[src/rtl/rsg_pkg.sv]
package rsg_pkg;

    typedef enum logic [2:0] {
        ST_HUNT,
        ST_PASS,
        ST_DRAIN,
        ST_DHUNT,
        ST_HALT
    } rsg_state_t;

    localparam int unsigned BYTE_W = 8;

endpackage

[src/rtl/rsg_preamble_hunter.sv]
module rsg_preamble_hunter #(
    parameter int unsigned PRE_MIN  = 7,
    parameter logic [7:0]  PRE_BYTE = 8'h55,
    parameter logic [7:0]  SFD_BYTE = 8'hD5
) (
    input  logic       clk,
    input  logic       rst_n,
    input  logic       hunting,
    input  logic       in_valid,
    input  logic [7:0] in_data,
    output logic       sfd_hit
);
    localparam int unsigned CNT_W = $clog2(PRE_MIN + 1);
    localparam logic [CNT_W-1:0] CNT_TOP = CNT_W'(PRE_MIN);

    logic [CNT_W-1:0] run_cnt;

    // run of preamble bytes, saturating at the minimum length
    always_ff @(posedge clk or negedge rst_n) begin
        if (!rst_n) begin
            run_cnt <= '0;
        end else if (!hunting) begin
            run_cnt <= '0;
        end else if (in_valid) begin
            if (in_data == PRE_BYTE) begin
                if (run_cnt < CNT_TOP) begin
                    run_cnt <= run_cnt + 1'b1;
                end
            end else begin
                run_cnt <= '0;
            end
        end
    end

    assign sfd_hit = hunting && in_valid && (in_data == SFD_BYTE) && (run_cnt == CNT_TOP);

    // a stray byte always restarts the preamble count
    a_r3_stray_resets: assert property (@(posedge clk) disable iff (!rst_n)
        (in_valid && in_data != PRE_BYTE) |=> (run_cnt == '0));

endmodule

[src/rtl/rsg_stop_event.sv]
module rsg_stop_event (
    input  logic clk,
    input  logic rst_n,
    input  logic set_evt,
    input  logic clr_evt,
    output logic evt
);
    always_ff @(posedge clk or negedge rst_n) begin
        if (!rst_n) begin
            evt <= 1'b0;
        end else if (set_evt) begin
            evt <= 1'b1;
        end else if (clr_evt) begin
            evt <= 1'b0;
        end
    end

    // sticky until written, set beats clear
    a_r8_sticky: assert property (@(posedge clk) disable iff (!rst_n)
        (evt && !clr_evt) |=> evt);
    a_r8_clear: assert property (@(posedge clk) disable iff (!rst_n)
        (clr_evt && !set_evt) |=> !evt);
    a_r8_set_wins: assert property (@(posedge clk) disable iff (!rst_n)
        set_evt |=> evt);

endmodule

[src/rtl/rsg_fsm.sv]
module rsg_fsm
    import rsg_pkg::*;
(
    input  logic              clk,
    input  logic              rst_n,
    input  logic              in_valid,
    input  logic [BYTE_W-1:0] in_data,
    input  logic              in_eof,
    input  logic              in_err,
    input  logic              stop_req,
    input  logic              sfd_hit,
    output logic              hunting,
    output logic              halt_entry,
    output rsg_state_t        state_o,
    output logic              out_valid,
    output logic [BYTE_W-1:0] out_data,
    output logic              out_sof,
    output logic              out_eof,
    output logic              out_err,
    output logic              desc_adv,
    output logic              buf_close
);
    rsg_state_t state, nxt;
    logic       fwd;
    logic       fin;
    logic       frame_start;
    logic       first_pend;
    rsg_state_t fin_dest;

    assign hunting = (state == ST_HUNT) || (state == ST_DHUNT);
    assign fwd     = in_valid && ((state == ST_PASS) || (state == ST_DRAIN));
    assign fin     = in_valid && in_eof;
    assign state_o = state;

    always_comb begin
        if (!stop_req) begin
            fin_dest = ST_HUNT;
        end else if (in_err) begin
            fin_dest = ST_DHUNT;
        end else begin
            fin_dest = ST_HALT;
        end
    end

    always_comb begin
        nxt = state;
        unique case (state)
            ST_HUNT: begin
                if (stop_req) begin
                    nxt = ST_HALT;
                end else if (sfd_hit) begin
                    nxt = ST_PASS;
                end
            end
            ST_PASS: begin
                if (fin) begin
                    nxt = fin_dest;
                end else if (stop_req) begin
                    nxt = ST_DRAIN;
                end
            end
            ST_DRAIN: begin
                if (fin) begin
                    nxt = fin_dest;
                end else if (!stop_req) begin
                    nxt = ST_PASS;
                end
            end
            ST_DHUNT: begin
                if (sfd_hit) begin
                    nxt = stop_req ? ST_DRAIN : ST_PASS;
                end else if (!stop_req) begin
                    nxt = ST_HUNT;
                end
            end
            ST_HALT: begin
                if (!stop_req) begin
                    nxt = ST_HUNT;
                end
            end
            default: nxt = ST_HUNT;
        endcase
    end

    assign frame_start = hunting && ((nxt == ST_PASS) || (nxt == ST_DRAIN));
    assign halt_entry  = (nxt == ST_HALT) && (state != ST_HALT);

    // state register
    always_ff @(posedge clk or negedge rst_n) begin
        if (!rst_n) begin
            state <= ST_HUNT;
        end else begin
            state <= nxt;
        end
    end

    // registered outputs
    always_ff @(posedge clk or negedge rst_n) begin
        if (!rst_n) begin
            out_valid  <= 1'b0;
            out_data   <= '0;
            out_sof    <= 1'b0;
            out_eof    <= 1'b0;
            out_err    <= 1'b0;
            desc_adv   <= 1'b0;
            buf_close  <= 1'b0;
            first_pend <= 1'b0;
        end else begin
            out_valid <= fwd;
            out_data  <= fwd ? in_data : '0;
            out_sof   <= fwd && first_pend;
            out_eof   <= fwd && in_eof;
            out_err   <= fwd && in_eof && in_err;
            buf_close <= fwd && in_eof;
            desc_adv  <= frame_start;
            if (frame_start) begin
                first_pend <= 1'b1;
            end else if (fwd) begin
                first_pend <= 1'b0;
            end
        end
    end

    // nothing leaves the gate while halted
    a_r5_halt_silent: assert property (@(posedge clk) disable iff (!rst_n)
        (state == ST_HALT) |=> (!out_valid && !desc_adv && !buf_close));

    // no byte is forwarded from a hunting state
    a_r2_hunt_silent: assert property (@(posedge clk) disable iff (!rst_n)
        hunting |=> !out_valid);

endmodule

[src/rtl/rx_stop_gate.sv]
module rx_stop_gate
    import rsg_pkg::*;
#(
    parameter int unsigned PRE_MIN  = 7,
    parameter logic [7:0]  PRE_BYTE = 8'h55,
    parameter logic [7:0]  SFD_BYTE = 8'hD5
) (
    input  logic       clk,
    input  logic       rst_n,
    input  logic       in_valid,
    input  logic [7:0] in_data,
    input  logic       in_eof,
    input  logic       in_err,
    input  logic       stop_req,
    input  logic       evt_clr,
    output logic       out_valid,
    output logic [7:0] out_data,
    output logic       out_sof,
    output logic       out_eof,
    output logic       out_err,
    output logic       desc_adv,
    output logic       buf_close,
    output logic       stop_evt
);
    logic       hunting;
    logic       sfd_hit;
    logic       halt_entry;
    rsg_state_t st;
    logic       in_frame;

    rsg_preamble_hunter #(
        .PRE_MIN (PRE_MIN),
        .PRE_BYTE(PRE_BYTE),
        .SFD_BYTE(SFD_BYTE)
    ) u_hunt (
        .clk     (clk),
        .rst_n   (rst_n),
        .hunting (hunting),
        .in_valid(in_valid),
        .in_data (in_data),
        .sfd_hit (sfd_hit)
    );

    rsg_fsm u_fsm (
        .clk       (clk),
        .rst_n     (rst_n),
        .in_valid  (in_valid),
        .in_data   (in_data),
        .in_eof    (in_eof),
        .in_err    (in_err),
        .stop_req  (stop_req),
        .sfd_hit   (sfd_hit),
        .hunting   (hunting),
        .halt_entry(halt_entry),
        .state_o   (st),
        .out_valid (out_valid),
        .out_data  (out_data),
        .out_sof   (out_sof),
        .out_eof   (out_eof),
        .out_err   (out_err),
        .desc_adv  (desc_adv),
        .buf_close (buf_close)
    );

    rsg_stop_event u_evt (
        .clk    (clk),
        .rst_n  (rst_n),
        .set_evt(halt_entry),
        .clr_evt(evt_clr),
        .evt    (stop_evt)
    );

    assign in_frame = (st == ST_PASS) || (st == ST_DRAIN);

    // clean end under stop closes the buffer and raises the event together
    a_r4_clean_end_stop: assert property (@(posedge clk) disable iff (!rst_n)
        (in_frame && in_valid && in_eof && !in_err && stop_req) |=> (buf_close && out_eof && stop_evt));

    // stop while idle completes at once without a close
    a_r6_idle_stop: assert property (@(posedge clk) disable iff (!rst_n)
        ((st == ST_HUNT) && stop_req) |=> (stop_evt && !buf_close));

    // an errored end never completes the stop
    a_r7_err_end_no_evt: assert property (@(posedge clk) disable iff (!rst_n)
        (in_frame && in_valid && in_eof && in_err && !stop_evt) |=> (!stop_evt && out_err));

endmodule

[config.mk]
export PLATFORM = sky130hd
export DESIGN_NAME = rx_stop_gate
export DESIGN_NICKNAME = d
export VERILOG_FILES = /design/src/rtl/rsg_pkg.sv /design/src/rtl/rsg_preamble_hunter.sv /design/src/rtl/rsg_stop_event.sv /design/src/rtl/rsg_fsm.sv /design/src/rtl/rx_stop_gate.sv
export SDC_FILE = /design/constraint.sdc
export NUM_CORES = 1
export LEC_CHECK = 0
export ABC_AREA = 1
export BUFFER_PORTS_ARGS = -buffer_cell sky130_fd_sc_hd__buf_2
export CELL_PAD_IN_SITES_DETAIL_PLACEMENT = 1
export CELL_PAD_IN_SITES_GLOBAL_PLACEMENT = 1
export CORE_AREA = 2 2 55 57
export CTS_CLUSTER_DIAMETER = 60
export DETAILED_ROUTE_END_ITERATION = 12
export DIE_AREA = 0 0 57 59
export GPL_TIMING_DRIVEN = 1
export PLACE_DENSITY = 0.9
export SLEW_MARGIN = 5
export SYNTH_ARGS = -nofsm -noshare
export SYNTH_HDL_FRONTEND = slang
export SYNTH_SLANG_ARGS = --single-unit
[constraint.sdc]
create_clock -name clk -period 2.73 [get_ports clk]
set_input_delay 0.546 -clock clk [delete_from_list [all_inputs] [get_ports clk]]
set_output_delay 0.546 -clock clk [all_outputs]
set_load 0.01 [all_outputs]
# Yosys cells after proc, flatten, opt, wreduce, memory -nomap -nowiden
# Index checks and enable logic that the tools add are counted.
[word_totals] regBits=21 in_bits=15 out_inout_bits=15
[op_classes] addsub=1 magnitude_cmp=1 eq_ne=13 n_mux=21 reduce_logical=17
[ops] op="$mux 3" n=14
[ops] op="$pmux 3 s5" n=1
[ops] op="$logic_and 1x1->1" n=10
[ops] op="$eq 3x2->1 const B" n=3
[ops] op="$eq 3x3->1 const B" n=3
[ops] op="$eq 8x7->1 const B" n=1
[ops] op="$eq 8x8->1 const B" n=1
[ops] op="$mux 8" n=1
[ops] op="$eq 3x1->1 const B" n=2
[ops] op="$ne 3x3->1 const B" n=2
[ops] op="$mux 1" n=4
[ops] op="$reduce_bool 2->1" n=2
[ops] op="$add 3x1->3 const B" n=1
[ops] op="$logic_not 3->1" n=1
[ops] op="$logic_or 1x1->1" n=3
[ops] op="$lt 3x3->1 const B" n=1
[ops] op="$mux 2" n=1
[ops] op="$ne 2x2->1 const B" n=1
[ops] op="$reduce_and 2->1" n=1

# Longest topological paths before layout
[depth] word_depth=12 mapped_depth=14 depth_no_buf=14

# Modules after synthesis
# A second synthesis with hierarchy kept.
[hier_totals] hier_cells=148 area_unflattened_um2=1159.9
[modules_own_cells] mod="rsg_fsm" instances=1 cells_each=101 area_per_inst_um2=824.5 seq_area_each_um2=425.4
[modules_own_cells] mod="rsg_preamble_hunter" instances=1 cells_each=42 area_per_inst_um2=295.3 seq_area_each_um2=75.1
[modules_own_cells] mod="rsg_stop_event" instances=1 cells_each=5 area_per_inst_um2=40.0 seq_area_each_um2=25.0

# Worst setup path before layout
# Ideal clock, no wire load.
[synth_timing] path_type="flip-flop to flip-flop" start="register u_hunt.run_cnt[0]" end="register u_fsm.first_pend" arrival_ns=1.345 required_time_ns=2.613 path_slack_ns=1.268 path_stages_with_launch=13 n_path_buf=0 synth_period_minus_slack_ns=1.462 cell_sequence="dfrtp_1 > ha_1 > ha_1 > nand2_1 > nor2_1 > nand2_1 > nor2_2 > nand3_1 > nand2_1 > nand2_1 > nand4_1 > nand3_2 > nand2_1"
[synth_via] elab_chain_cells=9
[synth_lines] item="start, declared" line="rsg_preamble_hunter.sv:16" text="logic [CNT_W-1:0] run_cnt;"
[synth_lines] item="start signal, assigned" line="rsg_preamble_hunter.sv:27" text="run_cnt <= run_cnt + 1'b1;"
[synth_lines] item="$eq 3x3->1 *" line="rsg_preamble_hunter.sv:35" text="assign sfd_hit = hunting && in_valid && (in_data == SFD_BYTE) && (run_cnt == CNT_TOP);"
[synth_lines] item="$logic_and 1x1->1 *" line="rsg_preamble_hunter.sv:35"
[synth_lines] item="$mux 3" line="rsg_fsm.sv:51" text="end else if (sfd_hit) begin"
[synth_lines] item="$mux 3" line="rsg_fsm.sv:49" text="if (stop_req) begin"
[synth_lines] item="$pmux 3 s5 *" line="rsg_fsm.sv:47" text="unique case (state)"
[synth_lines] item="$eq 3x1->1 / $eq 3x2->1 (equally long branches)" line="rsg_fsm.sv:85" text="assign frame_start = hunting && ((nxt == ST_PASS) || (nxt == ST_DRAIN));"
[synth_lines] item="$logic_or 1x1->1 *" line="rsg_fsm.sv:85"
[synth_lines] item="$logic_and 1x1->1 *" line="rsg_fsm.sv:85"
[synth_lines] item="$mux 1 / $reduce_bool 2->1 (equally long branches)"
[synth_lines] item="end signal, assigned" line="rsg_fsm.sv:107" text="first_pend <= 1'b0;"
[synth_lines] item="end signal, assigned" line="rsg_fsm.sv:117" text="first_pend <= 1'b1;"
[synth_lines] item="end signal, assigned" line="rsg_fsm.sv:119" text="first_pend <= 1'b0;"
[synth_lines] item="end, declared" line="rsg_fsm.sv:27" text="logic first_pend;"
# Mark *: on every way between the ends. The rest lies on a longest branch, timed or not.
# A chain may end at the register's enable or synchronous reset.

# Worst setup path after layout
[layout_timing] start="register u_hunt.run_cnt[0]" end="register u_fsm.first_pend"
[layout_via] elab_chain_cells=9
[layout_lines] item="$eq 3x3->1 *" line="rsg_preamble_hunter.sv:35"
[layout_lines] item="$logic_and 1x1->1 *" line="rsg_preamble_hunter.sv:35"
[layout_lines] item="$mux 3" line="rsg_fsm.sv:51"
[layout_lines] item="$mux 3" line="rsg_fsm.sv:49"
[layout_lines] item="$pmux 3 s5 *" line="rsg_fsm.sv:47"
[layout_lines] item="via u_fsm.nxt[0]" line="rsg_fsm.sv:23" text="rsg_state_t state, nxt;"
[layout_lines] item="$eq 3x1->1 / $eq 3x2->1 (equally long branches)" line="rsg_fsm.sv:85"
[layout_lines] item="$logic_or 1x1->1 *" line="rsg_fsm.sv:85"
[layout_lines] item="$logic_and 1x1->1 *" line="rsg_fsm.sv:85"
[layout_lines] item="$mux 1 / $reduce_bool 2->1 (equally long branches)"
# Mark *: on every way through the listed nets, which the timed path passes. The rest lies on a longest branch.

==> summary.txt <==
Outcome
  • Status: finished, final reports clean

Logic synthesis
  • Mean Syn Cell Area: 8.32 um2
  • Yosys warns: 0
  • Synth Net Count: 138
  • Main combinational cell family by area after synthesis: simple AND/OR/NAND/NOR gates
  • Synth cell types: 20
  • Synth Instances: 121
  • Synthesized flop and latch total: 21
  • Fraction of synthesized cell area in xor and xnor cells: 0
  • Mapped Area: 1010 um2
  • Complex-gate fraction of the synthesized area: 0.0820
  • Simple-Gate Fraction of Synth Area: 0.263
  • Mux cell area share after synthesis: 0
  • Post-synthesis sequential area ratio: 0.522
  • Adder-cell share of the synthesized area: 0.0248

CTS
  • Num CTS Buffers: 3
  • Clk root buf: clkbuf_4
  • Htree depth: 1
  • Cts hold-fix bufs: 0
  • Number of post-CTS setup repair buffers: 0
  • CTS tree: built
  • Reg clk slew, reported paths: 120 ps
  • Sink Count: 21
  • Worst-Skew Late Latency: 300 ps
  • Clk buf depth: 2
  • Post-CTS resize count: 0

Route
  • DR vias/cell: 4.86
  • Vias: 895
  • DR iter-0 viols: 36
  • WL final: 2.37 mm
  • Top Layer Used: met4
  • Antenna Nets Post-Route: 0
  • DR WL/cell: 12.9 um
  • Met3 wire length: 164 um
  • Met2 Routed Length: 1.22 mm
  • Drt pass-1 iters: 4
  • M1 WL: 966 um
  • # DRC: 0

Global route
  • Initial antenna violation count: 0
  • Pin count of the biggest net entering global routing: 22
  • First-pass GRT wire length: 4.20 mm
  • GRT Overall Usage: 0.160
  • Grt total ovfl: 0
  • Vias in the first global route: 994

STA
  • Endpoints failing setup: 0
  • Shortest period the worst path allows: 1670 ps
  • Final Max Slew Viols: 0
  • Least-Margin Pin Slew: 465 ps
  • TNS Setup: 0 ps
  • Fmax: 0.600 GHz
  • Fin crit share: 0.610
  • Final Skew: 3.75 ps
  • RSZ-0062 raised after global routing: no
  • Slew HR: 0.690
  • Fin. Hold Viols: 0

Layout
  • Final #Nets: 171
  • Area delta synth->final: 20.2%
  • Share of cells above drive strength 1: 0.275
  • Fillers: 355
  • Antenna cell count: 0

Power
  • Overall power: 520 uW
  • Peak supply drop: 0.236 mV
  • LEAKAGE: 0.754 nW
  • Pwr/cell area: 429 nW/um2

Setup path
  • Critical Path End Type: flip-flop
  • Worst EP arrival: 1880 ps
  • Crit path max fanout: 4
  • Worst setup path class: flip-flop to flip-flop
  • CP Launch Type: flip-flop
  • Req. time, crit path: 2940 ps

Job
  • Max-cap viol count: 0

Worst hold path
  • Hold Crit Class: primary input to async pin

Floorplan
  • Initial Util: 0.372
  • Die X: 57 um
  • Die ar.: 3360 um2
  • Boundary Pins: 30
  • Floorplan core area: 2710 um2
  • Standard-cell row count: 19
  • Chip Height: 59 um

Placed design
  • Routability cong.: 0.799
  • I/O Buffers: 29
  • Post-DP HPWL: 1.89 mm
## stage by stage
stage                     area (um2)  utilization  hold WS, ps  std cells  setup slack, ps
final                           1210        0.447          171        184             1060
after global routing            1210        0.447          182        184              868
after CTS                       1210        0.447          183        184             1060
after detailed placement        1180        0.437          482        180              954
after global placement          1180        0.437          466        180             1090
after floorplan                 1010            -          250        121             1270
## synth_stat cells
| library cell | count | area, um2 |
|---|---|---|
| inv_1 | 26 | 97.6 |
| nand2_1 | 24 | 90.1 |
| dfrtp_1 | 21 | 526 |
| nor2_1 | 16 | 60.1 |
| a21oi_1 | 5 | 25.0 |
| nand3_1 | 5 | 25.0 |
| nand4_1 | 4 | 25.0 |
| nand3_2 | 3 | 30.0 |
| ha_1 | 2 | 25.0 |
| nand2_2 | 2 | 12.5 |
| nor2_2 | 2 | 12.5 |
| nor3_1 | 2 | 10.0 |
| o21ai_0 | 2 | 10.0 |
| a21oi_2 | 1 | 8.76 |
| a31oi_1 | 1 | 6.26 |
| buf_4 | 1 | 7.51 |
| clkinv_1 | 1 | 3.75 |
| o21a_1 | 1 | 7.51 |
| o21bai_4 | 1 | 18.8 |
| o22ai_1 | 1 | 6.26 |
## power breakdown
part           total (mW)  internal, mW  switching [mW]
combinational      0.0486        0.0171          0.0315
clock               0.150        0.0547          0.0956
sequential          0.321         0.318         0.00354
## state kept, by name, summed over array words and instances (netlist names)
name,count
u_evt.evt,1
u_fsm.first_pend,1
u_fsm.out_err,1
u_fsm.state_o,3
u_fsm.desc_adv,1
u_fsm.out_valid,1
u_hunt.run_cnt,3
u_fsm.out_eof,1
u_fsm.out_data,8
u_fsm.out_sof,1
## logic make-up (layout without fill, tap and decap cells)
| kind of cell | count (synthesis) | in the layout |
|---|---|---|
| and+or+nand+nor | 58 | 58 |
| buffers and inverters | 28 | 60 |
| DFF | 21 | 21 |
| AOI/OAI and AO/OA | 12 | 12 |
| adders and majority gates | 2 | 2 |
## cell type report
| class | count | area, um2 | area share |
|---|---|---|---|
| inverter | 27 | 101 | 0.0837 |
| timing repair buffer | 29 | 145 | 0.120 |
| clock inverter | 1 | 5.00 | 0.00413 |
| tap | 31 | 38.8 | 0.0320 |
| sequential | 21 | 526 | 0.434 |
| clock buffer | 3 | 22.5 | 0.0186 |
| multi-input combinational | 72 | 373 | 0.308 |
## final timing paths
path / startpoint / end / slack [ps] / depth (start not counted)
max: u_hunt.run_cnt[0]$_DFFE_PN0P_ / u_fsm.first_pend$_DFFE_PN0P_ / 1060 / 13
min: rst_n / u_fsm.out_data[2]$_DFF_PN0_ / 170 / 1
max reg2reg: u_hunt.run_cnt[0]$_DFFE_PN0P_ / u_fsm.first_pend$_DFFE_PN0P_ / 1060 / 13
min reg2reg: u_fsm.first_pend$_DFFE_PN0P_ / u_fsm.first_pend$_DFFE_PN0P_ / 500 / 2
max in group asynchronous: rst_n / u_hunt.run_cnt[0]$_DFFE_PN0P_ / 2240 / 1
min in group clk: evt_clr / u_evt.evt$_DFFE_PN0P_ / 410 / 2
## metal layers
metal | vias to the layer above | global-route usage
met5 | - | 0
met4 | 0 | 0.0299
met3 | 2 | 0.0393
met2 | 33 | 0.312
met1 | 424 | 0.177
li1 | 436 | -
## cell usage in the layout, fill, tap and decap left out
master and n:
buf_2 29, o21a_1 1, clkinv_2 1, clkbuf_4 3, nand3_1 5, nand2_1 24, a31oi_1 1, inv_1 26
nand3_2 3, nor2_1 16, dfrtp_1 21, nand2_2 2, nor3_1 2, a21oi_2 1, o21ai_0 2, nor2_2 2
o21bai_4 1, clkinv_1 1, a21oi_1 5, ha_1 2, nand4_1 4, o22ai_1 1
## critical path, stage by stage, from the launching register on
cell	delay (ps)
dfrtp_1	420
ha_1	170
ha_1	130
nand2_1	50
nor2_1	100
nand2_1	70
nor2_2	110
nand3_1	100
nand2_1	90
nand2_1	80
nand3_2	110
nand2_2	50
nand3_2	60
nand2_1	50
Power figures use the tool's default switching activity.
